## src/rtl/adc_serial_pkg.sv

```systemverilog
package adc_serial_pkg;

   typedef enum logic [1:0] {
      PH_ACQ   = 2'd0,
      PH_CONV  = 2'd1,
      PH_PDOWN = 2'd2
   } phase_e;

   typedef enum logic [1:0] {
      ST_IDLE = 2'd0,
      ST_CONV = 2'd1,
      ST_DONE = 2'd2
   } fsm_e;

endpackage

```

## src/rtl/adc_edge_sync.sv

```systemverilog
module adc_edge_sync #(
   parameter int STAGES  = 2,
   parameter bit RST_VAL = 1'b1
) (
   input  logic clk,
   input  logic rst_n,
   input  logic din,
   output logic level,
   output logic rise,
   output logic fall
);

   logic prev_q;

   generate
      if (STAGES == 0) begin : g_bypass
         assign level = din;
      end else begin : g_chain
         logic [STAGES-1:0] chain;
         for (genvar i = 0; i < STAGES; i++) begin : g_st
            if (i == 0) begin : g_first
               always_ff @(posedge clk or negedge rst_n) begin
                  if (!rst_n) chain[0] <= RST_VAL;
                  else        chain[0] <= din;
               end
            end else begin : g_next
               always_ff @(posedge clk or negedge rst_n) begin
                  if (!rst_n) chain[i] <= RST_VAL;
                  else        chain[i] <= chain[i-1];
               end
            end
         end
         assign level = chain[STAGES-1];
      end
   endgenerate

   always_ff @(posedge clk or negedge rst_n) begin
      if (!rst_n) prev_q <= RST_VAL;
      else        prev_q <= level;
   end

   assign rise = level & ~prev_q;
   assign fall = ~level & prev_q;

endmodule

```

## src/rtl/adc_frame_shift.sv

```systemverilog
module adc_frame_shift #(
   parameter int DATA_W  = 12,
   parameter int LEAD_Z  = 2,
   parameter int TRAIL_Z = 2,
   localparam int FRAME_W = LEAD_Z + DATA_W + TRAIL_Z
) (
   input  logic              clk,
   input  logic              rst_n,
   input  logic              load,
   input  logic              shift,
   input  logic [DATA_W-1:0] data,
   output logic              bit_o
);

   logic [FRAME_W-1:0] sreg;
   logic [FRAME_W-1:0] word;

   assign word = {{LEAD_Z{1'b0}}, data, {TRAIL_Z{1'b0}}};

   always_ff @(posedge clk or negedge rst_n) begin
      if (!rst_n)     sreg <= '0;
      else if (load)  sreg <= word;
      else if (shift) sreg <= {sreg[FRAME_W-2:0], 1'b0};
   end

   assign bit_o = sreg[FRAME_W-1];

endmodule

```

## src/rtl/adc_phase_ctrl.sv

```systemverilog
module adc_phase_ctrl
   import adc_serial_pkg::*;
#(
   parameter int FRAME_W   = 16,
   parameter int DONE_FALL = 13,
   parameter int PD_LO     = 2,
   parameter int PD_HI     = 9,
   localparam int CNT_W    = $clog2(FRAME_W + 1)
) (
   input  logic       clk,
   input  logic       rst_n,
   input  logic       cs_rise,
   input  logic       cs_fall,
   input  logic       sc_rise,
   input  logic       sc_fall,
   output logic       load,
   output logic       shift,
   output logic       active,
   output logic [1:0] phase,
   output logic       dvalid,
   output logic       abort,
   output logic       pdown
);

   fsm_e             state;
   logic [CNT_W-1:0] nfall;
   logic             reached;
   logic             in_win;
   logic             at_done;

   assign active  = (state != ST_IDLE);
   assign load    = cs_fall & ~active;
   assign shift   = sc_fall & active & ~cs_rise;
   assign in_win  = (nfall >= CNT_W'(PD_LO)) && (nfall <= CNT_W'(PD_HI));
   assign at_done = (nfall >= CNT_W'(DONE_FALL));

   always_ff @(posedge clk or negedge rst_n) begin
      if (!rst_n) begin
         state   <= ST_IDLE;
         nfall   <= '0;
         reached <= 1'b0;
         dvalid  <= 1'b0;
         abort   <= 1'b0;
         pdown   <= 1'b0;
      end else begin
         abort <= 1'b0;
         if (cs_rise && active) begin
            if (state == ST_CONV) begin
               abort   <= 1'b1;
               reached <= 1'b0;
               if (in_win) pdown <= 1'b1;
            end
            state <= ST_IDLE;
         end else if (load) begin
            state  <= ST_CONV;
            nfall  <= '0;
            dvalid <= reached;
         end else if (active) begin
            if (sc_fall && nfall != CNT_W'(FRAME_W)) nfall <= nfall + 1'b1;
            if (state == ST_CONV && sc_rise && at_done) begin
               state   <= ST_DONE;
               reached <= 1'b1;
               pdown   <= 1'b0;
            end
         end
      end
   end

   always_comb begin
      if (state == ST_CONV) phase = PH_CONV;
      else if (pdown)       phase = PH_PDOWN;
      else                  phase = PH_ACQ;
   end

endmodule

```

## src/rtl/adc_serial_port.sv

```systemverilog
module adc_serial_port #(
   parameter int DATA_W      = 12,
   parameter int LEAD_Z      = 2,
   parameter int TRAIL_Z     = 2,
   parameter int PD_LO       = 2,
   parameter int PD_HI       = 9,
   parameter int SYNC_STAGES = 2,
   localparam int FRAME_W    = LEAD_Z + DATA_W + TRAIL_Z,
   localparam int DONE_FALL  = LEAD_Z - 1 + DATA_W
) (
   input  logic              clk,
   input  logic              rst_n,
   input  logic              cs_n,
   input  logic              sclk,
   input  logic [DATA_W-1:0] result_i,
   output logic              sdo,
   output logic              sdo_oe,
   output logic [1:0]        phase_o,
   output logic              dvalid_o,
   output logic              abort_o,
   output logic              pdown_o
);

   generate
      if (DATA_W < 1) begin : g_bad_data
         $error("DATA_W must be at least 1");
      end
      if (LEAD_Z < 1) begin : g_bad_lead
         $error("LEAD_Z must be at least 1");
      end
      if (TRAIL_Z < 0) begin : g_bad_trail
         $error("TRAIL_Z must not be negative");
      end
      if (PD_LO > PD_HI || PD_HI >= DONE_FALL) begin : g_bad_win
         $error("power-down window must lie before the conversion end");
      end
      if (SYNC_STAGES < 0) begin : g_bad_sync
         $error("SYNC_STAGES must not be negative");
      end
   endgenerate

   logic cs_lvl, cs_rise, cs_fall;
   logic sc_lvl, sc_rise, sc_fall;
   logic load, shift, active, bit_w;

   adc_edge_sync #(.STAGES(SYNC_STAGES), .RST_VAL(1'b1)) u_cs_sync (
      .clk(clk), .rst_n(rst_n), .din(cs_n),
      .level(cs_lvl), .rise(cs_rise), .fall(cs_fall)
   );

   adc_edge_sync #(.STAGES(SYNC_STAGES), .RST_VAL(1'b1)) u_sc_sync (
      .clk(clk), .rst_n(rst_n), .din(sclk),
      .level(sc_lvl), .rise(sc_rise), .fall(sc_fall)
   );

   adc_phase_ctrl #(
      .FRAME_W(FRAME_W), .DONE_FALL(DONE_FALL), .PD_LO(PD_LO), .PD_HI(PD_HI)
   ) u_ctrl (
      .clk(clk), .rst_n(rst_n),
      .cs_rise(cs_rise), .cs_fall(cs_fall), .sc_rise(sc_rise), .sc_fall(sc_fall),
      .load(load), .shift(shift), .active(active), .phase(phase_o),
      .dvalid(dvalid_o), .abort(abort_o), .pdown(pdown_o)
   );

   adc_frame_shift #(.DATA_W(DATA_W), .LEAD_Z(LEAD_Z), .TRAIL_Z(TRAIL_Z)) u_shift (
      .clk(clk), .rst_n(rst_n), .load(load), .shift(shift),
      .data(result_i), .bit_o(bit_w)
   );

   assign sdo_oe = active;
   assign sdo    = bit_w & active;

   logic unused_lvl;
   assign unused_lvl = sc_lvl;

endmodule

```

## config.mk

```make
export PLATFORM = sky130hd
export DESIGN_NAME = adc_serial_port
export DESIGN_NICKNAME = d
export VERILOG_FILES = /design/src/rtl/adc_serial_pkg.sv /design/src/rtl/adc_edge_sync.sv /design/src/rtl/adc_frame_shift.sv /design/src/rtl/adc_phase_ctrl.sv /design/src/rtl/adc_serial_port.sv
export SDC_FILE = /design/constraint.sdc
export NUM_CORES = 1
export LEC_CHECK = 0
export BUFFER_PORTS_ARGS = -buffer_cell sky130_fd_sc_hd__buf_4
export CORE_MARGIN = 2
export CORE_UTILIZATION = 55
export DETAILED_ROUTE_END_ITERATION = 6
export PLACE_DENSITY = 0.84
export SLEW_MARGIN = 20
export SYNTH_ARGS = -nofsm -noshare
export SYNTH_HDL_FRONTEND = slang
export SYNTH_HIERARCHICAL = 1
export SYNTH_SLANG_ARGS = --single-unit
```

## constraint.sdc

```tcl
create_clock -name clk -period 1.9 [get_ports clk]
set_input_delay 0.095 -clock clk [delete_from_list [all_inputs] [get_ports clk]]
set_output_delay 0.095 -clock clk [all_outputs]
set_load 0.03 [all_outputs]
```

Word-level counts from Yosys, hierarchy flattened

Cells that the tools add are included.

Bits in registers: 33
Logic and storage cells: 79
Input bits: 16

Multiplexer cells: 24
Reduce and logical (&&, ||, !) cells: 18
Equality and inequality tests: 5
Order comparisons: 3
Bitwise operators: 15
$add $sub $neg: 1

Operator list:

| operator                                                                             | number |
|---|---|
| 16-bit two-way mux                                                                   | 2 |
| 5-bit two-way mux                                                                    | 3 |
| 1-bit two-way mux                                                                    | 13 |
| 2-bit two-way mux                                                                    | 6 |
| 2-bit nonzero test                                                                   | 6 |
| 1-bit bitwise AND                                                                    | 8 |
| 1-bit NOT                                                                            | 7 |
| 3-bit nonzero test                                                                   | 2 |
| 5-bit by 1-bit adder with 5-bit output (second input constant)                       | 1 |
| 5-bit by 2-bit greater-or-equal comparator with 1-bit output (second input constant) | 1 |
| 5-bit by 4-bit greater-or-equal comparator with 1-bit output (second input constant) | 1 |
| 5-bit by 4-bit less-or-equal comparator with 1-bit output (second input constant)    | 1 |
| 1-bit logical AND                                                                    | 5 |
| 5-bit != test (second input constant)                                                | 1 |
| 5-bit AND reduction                                                                  | 1 |
| 2-bit by 1-bit != test with 1-bit output (second input constant)                     | 2 |
| 2-bit AND reduction                                                                  | 2 |
| 4-bit AND reduction                                                                  | 1 |
| 3-bit AND reduction                                                                  | 1 |
| 2-bit by 1-bit == test with 1-bit output (second input constant)                     | 1 |
| 2-bit != test (second input constant)                                                | 1 |

Logic depth before layout (Yosys ltp)

Gate-level depths: netlist (run 1).

Depth in word-level cells: 8
Depth in mapped cells: 7
Gate-level depth less buffers: 5

Modules after synthesis

The synthesis (run 1) kept the hierarchy.

By module, submodules not included:

| module          | cells each | instances | area each (um2) |
|---|---|---|---|
| adc_phase_ctrl  | 65         | 1         | 660.6 |
| adc_frame_shift | 58         | 1         | 640.6 |
| adc_edge_sync   | 5          | 2         | 93.8 |
| adc_serial_port | 1          | 1         | 6.3 |

Worst setup path before layout (run 1)

No wires, ideal clock.

Path kind: register to register
Start: reg u_cs_sync.prev_q
End: reg u_shift.sreg[10]
Cell stages (with the launch flop): 7
Data arrival time: 1.508 ns
Slack: 0.269 ns
Buffers on the path: 2
Data required time: 1.777 ns
Cell sequence: dfstp_2 and2b_2 or3b_1 buf_6 inv_1 buf_2 o21ai_1

Elaborated cells on any way between the ends: 8

RTL lines:

| element                                                  | RTL line              | RTL |
|---|---|---|
| start, declared                                          | adc_edge_sync.sv:13   | `logic prev_q;` |
| start signal, assigned                                   | adc_edge_sync.sv:39   | `else prev_q <= level;` |
| 1-bit bitwise AND (*)                                    | adc_edge_sync.sv:43   | `assign fall = ~level & prev_q;` |
| net cs_fall                                              | adc_serial_port.sv:42 | `logic cs_lvl, cs_rise, cs_fall;` |
| 1-bit bitwise AND (*)                                    | adc_phase_ctrl.sv:32  | `assign load = cs_fall & ~active;` |
| net load                                                 | adc_serial_port.sv:44 | `logic load, shift, active, bit_w;` |
| 16-bit two-way mux or 2-bit nonzero test (tied branches) | n/a                   |  |
| end signal, assigned                                     | adc_frame_shift.sv:22 | `else if (load) sreg <= word;` |
| end signal, assigned                                     | adc_frame_shift.sv:23 | `else if (shift) sreg <= {sreg[FRAME_W-2:0], 1'b0};` |
| end, declared                                            | adc_frame_shift.sv:15 | `logic [FRAME_W-1:0] sreg;` |

Mark *: on every way through the listed nets, which the timed path passes. The rest lies on a longest branch.
A chain may end at the register's enable or synchronous reset.

Worst setup path after layout (run 1)

Start: reg u_cs_sync.prev_q
End: reg u_shift.sreg[9]

Same word-level chain as after synthesis.

==> out/qor.yml, run 1 <==
path_depth: 6
die_h_um: 56.1
n_antenna_cell: 0
r2r_cells: 6
syn-mean-instance-area_um2: 11.2
power.total_mw: 1.69
cellLeakagePower_nw: 0.870
fillers: 177
crit_buf_inv: 2
regMostFlops: "u_shift/sreg"
portBuffers: 22
synth_cells: 134
core_area_um2: 2520
synth_edf_count: 0
synth-seq-area-share: 0.524
drive_gt1_frac: 0.253
hpwl_um: 1820
rsz0062_at_grt: "false"
io_pins: 23
power-per-cell-area_nw_per_um2: 892
fin_crit_ns: 1.70
grt.total_usage: 0.204
clk_pin_slew_ns: 0.10
ys_ff_latch: 31
max_freq_ghz: 0.589
place_congestion: 0.791
status: "finished, final reports clean"
placedCellCount: 185
worstPathRequired_ns: 2.16
cts_setup_buffers: 0
dr.pass1.iters: 4
clock-sinks: 31
clock_path_buffers: 2
drt_iter0_markers: 25
drtAntennaViolNets: 0
slew_headroom: 0.682
r2r_slack_ns: 0.20
tightest_slew_ns: 0.472
path_cells: "and2b_2 -> or3b_1 -> inv_2 -> buf_4 -> nand2_1 -> o21ai_1"
skew_ns: 0.0111
antenna_found_initial: 0
final.setup.tns_ns: 0
wl_um: 2840
largest_reg_flops: 14
grt_max_degree: 32
maxCapViolations: 0
r2r_end: "u_shift/sreg[9]"
initial_utilization: 0.593
critPathTopFamily: "simple AND/OR/NAND/NOR gates"
slowest_stage: "dfstp_2"
numCtsBuffers: 5
vias: 1118
hold_path.class: "input port to async pin"
critical_path_class: "flip-flop to flip-flop"
die_w_um: 56.1
vias_per_cell: 5.38
clkLatencyLatePin_ns: 0.33
fin_area_um2: 1890
cts_tree: "done"
reg.largest.list: "u_shift/sreg x14, u_ctrl/nfall x5, u_ctrl/state x2"
arrival_ns: 1.95
setup_violations: 0
synth_area_um2: 1500
critPathMaxStageDelay_ns: 0.53
place_area_um2: 1680
drv_slew: 0
first_global_vias: 1137
async_flop_share: 1.00
max-vdd-ir-drop_mv: 0.737
final_cells: 208
multi_input_area_um2: 633
cp_max_fo: 17
nets: 197
rr_startpoint: "u_cs_sync/prev_q"
fp.dieArea_um2: 3150
area_delta_synth_final_pct: 26.7
synth-main-ff-cell: "dfrtp_1"
critPathCaptureType: "flip-flop"
final-hold-violation-count: 0
start_kind: "flip-flop"
register_area_um2: 783
root_buffer: "clkbuf_4"
yosysUniqueCellTypes: 35
grt-ovfl-total: 0
finish.utilization: 0.751
h-tree-depth: 2
grt_pass1_wl_um: 4950
core.rowCount: 18
wire_per_inst_um: 13.6
period_share: 0.894
synthesis.nets: 154
yosysWarnings: 6
drc: 0
==> routing by layer <==
layer | wire length (µm) | GRT usage
met5 | 0 | 0
met4 | 42 | 0.0952
met3 | 89 | 0.0488
met2 | 1420 | 0.334
met1 | 1280 | 0.253
==> worst max path at each step <==
stage	startpoint	endpoint	slack, ns
3_3_place_gp	u_cs_sync/prev_q	u_shift/sreg[13]	0.24
6_report	u_cs_sync/prev_q	u_shift/sreg[9]	0.20
3_5_place_dp	u_cs_sync/prev_q	u_shift/sreg[13]	0.20
2_1_floorplan	u_cs_sync/prev_q	u_shift/sreg[10]	0.27
4_1_cts	u_cs_sync/prev_q	u_shift/sreg[13]	0.19
5_1_grt	u_cs_sync/prev_q	u_shift/sreg[9]	0.09
==> final cells by class <==
| type | count | area share |
|---|---|---|
| Clock buffer | 8 | 0.0363 |
| Timing Repair Buffer | 41 | 0.182 |
| Inverter | 7 | 0.0139 |
| Multi-Input combinational cell | 91 | 0.334 |
| Tap cell | 30 | 0.0198 |
| Sequential cell | 31 | 0.413 |
==> cells in the final DEF, fill, tap and decap left out, drive strengths merged <==
| cell | count |
|---|---|
| dfrtp | 25 |
| mux2 | 1 |
| nor2b | 3 |
| or4 | 1 |
| nand4bb | 1 |
| a22oi | 1 |
| o21ai | 12 |
| nor4 | 1 |
| nand2 | 16 |
| o21a | 2 |
| o31ai | 2 |
| dlygate4sd3 | 15 |
| o311ai | 1 |
| nand4 | 4 |
| and2 | 3 |
| and2b | 2 |
| and4bb | 1 |
| clkbuf | 8 |
| nor3b | 1 |
| o2111ai | 1 |
| nand2b | 3 |
| nor2 | 7 |
| nor3 | 1 |
| o41ai | 1 |
| buf | 26 |
| a21oi | 2 |
| or3b | 1 |
| or2b | 1 |
| a2bb2oi | 1 |
| ha | 4 |
| dfstp | 6 |
| inv | 7 |
| a31oi | 1 |
| mux2i | 16 |
==> what timing repair did <==
action	4_1_cts	5_1_grt
resized for setup	0	1
endpoints found under the hold margin	45	0
hold buffers	15	0
setup endpoints to repair	0	1
==> cell families after synthesis <==
| group | Yosys count | synth area share |
|---|---|---|
| simple gates | 46 | 0.168 |
| flops | 31 | 0.524 |
| compound gates | 24 | 0.105 |
| mux | 17 | 0.117 |
| buf+inv | 12 | 0.0527 |
| fa+ha+maj | 4 | 0.0335 |
==> synthesized netlist by cell type, drive strengths merged (2+ instances only) <==
cell type	count	share of area
a21oi	2	0.0067
and2b	2	0.012
inv	7	0.018
dfrtp	25	0.42
o31ai	2	0.010
ha	4	0.033
nand2b	3	0.013
nor2b	3	0.013
dfstp	6	0.11
buf	5	0.035
nand2	16	0.040
o21ai	12	0.040
o21a	2	0.010
nor2	7	0.018
and2	3	0.013
mux2i	16	0.11
nand4	4	0.017
==> where the power goes <==
part	leakage [nW]	switching [mW]	internal, mW
registers	0.389	0.0774	0.785
logic	0.442	0.210	0.185
clock network	0.0386	0.214	0.217
total	0.870	0.501	1.19
==> through the flow <==
step           hold slack (ns)  setup WS [ns]
2_1_floorplan           -0.201          0.269
3_3_place_gp            0.0383          0.237
3_5_place_dp            0.0411          0.205
4_1_cts                  0.217          0.191
5_1_grt                  0.276         0.0933
6_report                 0.232          0.202
Power figures use the tool's default switching activity.
==> run 2, diff against run 1 <==
--- a/config.mk
+++ b/config.mk
@@ -5,11 +5,12 @@
 export SDC_FILE = /design/constraint.sdc
 export NUM_CORES = 1
 export LEC_CHECK = 0
+export ABC_CLOCK_PERIOD_IN_PS = 1900
 export BUFFER_PORTS_ARGS = -buffer_cell sky130_fd_sc_hd__buf_4
 export CORE_MARGIN = 2
-export CORE_UTILIZATION = 55
+export CORE_UTILIZATION = 45
 export DETAILED_ROUTE_END_ITERATION = 6
-export PLACE_DENSITY = 0.84
+export PLACE_DENSITY = 0.72
 export SLEW_MARGIN = 20
 export SYNTH_ARGS = -nofsm -noshare
 export SYNTH_HDL_FRONTEND = slang
==> out/qor.yml, run 2 (synthesis gave the netlist of run 1 again) <==
placedCellCount: 198
grt_pass1_wl_um: 4410
vias_per_cell: 5.03
antenna_found_initial: 0
root_buffer: "clkbuf_4"
final.setup.tns_ns: 0
slowest_stage: "dfrtp_1"
drv_slew: 0
clkLatencyLatePin_ns: 0.33
r2r_end: "u_ctrl/state[1]"
drt_iter0_markers: 41
area_delta_synth_final_pct: 28.2
reg.largest.list: "u_shift/sreg x14, u_ctrl/nfall x5, u_ctrl/state x2"
portBuffers: 22
register_area_um2: 783
rsz0062_at_grt: "false"
power-per-cell-area_nw_per_um2: 875
initial_utilization: 0.482
rr_startpoint: "u_ctrl/nfall[1]"
fp.dieArea_um2: 3800
drive_gt1_frac: 0.243
crit_buf_inv: 1
wl_um: 2590
path_cells: "inv_1 -> ha_1 -> o41ai_2 -> nor3b_1 -> o21a_1"
cts_setup_buffers: 0
cellLeakagePower_nw: 0.870
critPathMaxStageDelay_ns: 0.49
vias: 1112
r2r_slack_ns: 0.22
worst_slack_ns: 0.223
tightest_slew_ns: 0.405
regMostFlops: "u_shift/sreg"
ctsHoldBuffers: 15
cp_max_fo: 8
fin_crit_ns: 1.68
clock_path_buffers: 2
mostFrequentLayoutCell: "dfrtp_1"
clock-sinks: 31
drc: 0
critical_path_class: "flip-flop to flip-flop"
finish.utilization: 0.618
h-tree-depth: 2
core.rowCount: 20
hold_slack_ns: 0.216
dp_slack_ns: 0.251
worstPathRequired_ns: 2.13
final-hold-violation-count: 0
start_kind: "flip-flop"
arrival_ns: 1.91
grt_max_degree: 32
final_cells: 221
cts_tree: "done"
max_freq_ghz: 0.596
dr.pass1.iters: 4
fillers: 265
hold_path.class: "input port to async pin"
grt-ovfl-total: 0
critPathCaptureType: "flip-flop"
maxCapViolations: 0
die_w_um: 61.6
r2r_cells: 5
hpwl_um: 1800
first_global_vias: 1045
clk_pin_slew_ns: 0.10
slew_headroom: 0.727
critPathTopFamily: "compound AO/OA/AOI/OAI gates"
grt.total_usage: 0.164
die_h_um: 61.6
place_congestion: 0.879
largest_reg_flops: 14
core_area_um2: 3100
numCtsBuffers: 5
period_share: 0.882
n_antenna_cell: 0
multi_input_area_um2: 633
skew_ns: 0.00943
io_pins: 23
nets: 196
mostFrequentLayoutCells: "dfrtp_1 (25), buf_4 (24), nand2_1 (16), mux2i_1 (16), dlygate4sd3_1 (15)"
wire_per_inst_um: 11.7
status: "finished, final reports clean"
max-vdd-ir-drop_mv: 0.524
drtAntennaViolNets: 0
ctsResizeCount: 0
setup_violations: 0
run 2: metal layers:
metal / wire (µm) / global-route usage
met4: 46 / 0.0729
met3: 106 / 0.0567
met5: 0 / 0
met2: 1270 / 0.269
met1: 1170 / 0.193
run 2: stage by stage:
stage	instance area [µm²]	power, mW
floorplan	1500	1.11
global placement	1700	1.22
detailed placement	1700	1.24
CTS	1920	1.70
global route	1920	1.80
finish	1920	1.68
run 2: layout make-up:
class / count / share of cell area
Inverter: 7 / 0.0137
Multi-Input combinational cell: 91 / 0.330
Sequential cell: 31 / 0.409
Clock buffer: 8 / 0.0359
Timing Repair Buffer: 40 / 0.183
Tap cell: 44 / 0.0287
run 2: where the power goes:
| group | leakage (nW) | internal, mW | switching [mW] | total [mW] |
|---|---|---|---|---|
| Clock | 0.0386 | 0.217 | 0.213 | 0.430 |
| Sequential | 0.389 | 0.785 | 0.0859 | 0.871 |
| Combinational | 0.442 | 0.183 | 0.193 | 0.376 |
| Total | 0.870 | 1.19 | 0.492 | 1.68 |
run 2: how the worst max path moves through the flow:
stage                     startpoint               end  slack [ns]  cells after the start
floorplan           u_cs_sync/prev_q  u_shift/sreg[10]        0.27                      6
global placement    u_cs_sync/prev_q  u_shift/sreg[13]        0.27                      5
detailed placement   u_ctrl/nfall[1]   u_ctrl/state[1]        0.25                      5
CTS                  u_ctrl/nfall[1]    u_ctrl/reached        0.24                      5
global route         u_cs_sync/level   u_shift/sreg[5]        0.09                      6
finish               u_ctrl/nfall[1]   u_ctrl/state[1]        0.22                      5
run 2: worst register-to-register path: cells and delay by family (launching register included):
kind,cells,cell delay [ns]
AOI/OAI and AO/OA,2,0.66
DFF,1,0.49
adders and majority gates,1,0.21
and+or+nand+nor,1,0.11
buffers and inverters,1,0.10
==> run 3, diff against run 2 <==
--- a/config.mk
+++ b/config.mk
@@ -9,6 +9,7 @@
 export BUFFER_PORTS_ARGS = -buffer_cell sky130_fd_sc_hd__buf_4
 export CORE_MARGIN = 2
 export CORE_UTILIZATION = 45
+export CTS_BUF_LIST = sky130_fd_sc_hd__clkbuf_4 sky130_fd_sc_hd__clkbuf_8
 export DETAILED_ROUTE_END_ITERATION = 6
 export PLACE_DENSITY = 0.72
 export SLEW_MARGIN = 20
==> out/qor.yml, run 3 (synthesis gave the netlist of run 1 again) <==
hold_slack_ns: 0.216
root_buffer: "clkbuf_4"
cp_max_fo: 8
mostFrequentLayoutCells: "dfrtp_1 (25), buf_4 (24), nand2_1 (16), mux2i_1 (16), dlygate4sd3_1 (15)"
ctsHoldBuffers: 15
portBuffers: 22
seqPwrFrac: 0.515
r2r_slack_ns: 0.22
grt-ovfl-total: 0
critical_path_class: "flip-flop to flip-flop"
combPwrFrac: 0.223
path_cells: "inv_1 -> ha_1 -> o41ai_2 -> nor3b_1 -> o21a_1"
dp_slack_ns: 0.251
status: "finished, final reports clean"
numCtsBuffers: 5
skew_ns: 0.0102
critPathCaptureType: "flip-flop"
cellLeakagePower_nw: 0.873
largest_reg_flops: 14
regMostFlops: "u_shift/sreg"
core_area_um2: 3100
grtUsageMet2: 0.268
initial_utilization: 0.482
r2r_cells: 5
n_antenna_cell: 0
fp.dieArea_um2: 3800
start_kind: "flip-flop"
max-vdd-ir-drop_mv: 0.524
io_pins: 23
worstPathRequired_ns: 2.13
p_switching_mw: 0.488
period_share: 0.882
clkPwrFrac: 0.262
hpwl_um: 1800
grt.total_usage: 0.163
wl_um: 2570
drv_slew: 0
power-per-cell-area_nw_per_um2: 879
met1_usage: 0.193
rsz0062_at_grt: "false"
grt_util_met3: 0.0567
slew_headroom: 0.727
dr.pass1.iters: 4
grt.busiest_layer: "met2"
die_h_um: 61.6
max_freq_ghz: 0.596
hold_path.class: "input port to async pin"
area_delta_synth_final_pct: 28.5
tightest_slew_ns: 0.405
slowest_stage: "dfrtp_1"
cts_tree: "done"
drtAntennaViolNets: 0
grt_max_degree: 32
drt_iter0_markers: 46
clkLatencyLatePin_ns: 0.33
ctsResizeCount: 0
clock_path_buffers: 2
place_area_um2: 1700
core.rowCount: 20
reg.largest.list: "u_shift/sreg x14, u_ctrl/nfall x5, u_ctrl/state x2"
internal_power_mw: 1.20
drc: 0
clock-sinks: 31
nets: 196
grt_pass1_wl_um: 4400
vias: 1114
arrival_ns: 1.91
place_congestion: 0.879
rr_startpoint: "u_ctrl/nfall[1]"
final-hold-violation-count: 0
switching_share: 0.289
final.setup.tns_ns: 0
critPathMaxStageDelay_ns: 0.49
antenna_found_initial: 0
fin_area_um2: 1920
finish.utilization: 0.619
first_global_vias: 1044
r2r_end: "u_ctrl/state[1]"
worst_slack_ns: 0.223
fin_crit_ns: 1.68
wire_per_inst_um: 11.6
drive_gt1_frac: 0.249
setup_violations: 0
mostFrequentLayoutCell: "dfrtp_1"
vias_per_cell: 5.04
h-tree-depth: 2
cts_setup_buffers: 0
clk_pin_slew_ns: 0.10
die_w_um: 61.6
maxCapViolations: 0
==> run 3: cell counts in the layout (fill, tap and decap cells not counted) <==
No cell type changed its count.
==> run 3: how the worst max path moves through the flow <==
| stage | start | to | slack [ns] | cells after the start |
|---|---|---|---|---|
| global route | u_cs_sync/level | u_shift/sreg[5] | 0.09 | 6 |
| global placement | u_cs_sync/prev_q | u_shift/sreg[13] | 0.27 | 5 |
| floorplan | u_cs_sync/prev_q | u_shift/sreg[10] | 0.27 | 6 |
| CTS | u_ctrl/nfall[1] | u_ctrl/reached | 0.24 | 5 |
| detailed placement | u_ctrl/nfall[1] | u_ctrl/state[1] | 0.25 | 5 |
| finish | u_ctrl/nfall[1] | u_ctrl/state[1] | 0.22 | 5 |
==> run 3: stage by stage <==
stage / total power [mW] / cells
4_1_cts: 1.72 / 221
6_report: 1.69 / 221
5_1_grt: 1.81 / 221
3_3_place_gp: 1.22 / 198
2_1_floorplan: 1.11 / 134
3_5_place_dp: 1.24 / 198
==> run 3: cell type report <==
type | instances | area [µm²]
Inverter | 7 | 26.3
Multi-Input combinational cell | 91 | 633
Timing Repair Buffer | 40 | 350
Sequential cell | 31 | 783
Fill cell | 264 | 1180
Tap cell | 44 | 55.1
Clock buffer | 8 | 72.6
==> run 3: worst max-delay path: cells and delay by family (launching register included) <==
| family | cells | cell delay, ns |
|---|---|---|
| compound gates | 2 | 0.66 |
| fa+ha+maj | 1 | 0.21 |
| buf+inv | 1 | 0.10 |
| flops | 1 | 0.49 |
| simple gates | 1 | 0.11 |
==> run 3: routing by layer <==
metal	up-vias	wire length, µm
li1	551	-
met1	535	1150
met2	22	1270
met3	6	106
met4	0	46
met5	-	0
==> run 3: power by group through the flow <==
stage	sequential, mW	combinational [mW]	clock (mW)
floorplan	0.862	0.253	0
global placement	0.875	0.343	0
detailed placement	0.882	0.354	0
CTS	0.868	0.379	0.468
global route	0.889	0.426	0.496
finish	0.869	0.376	0.443
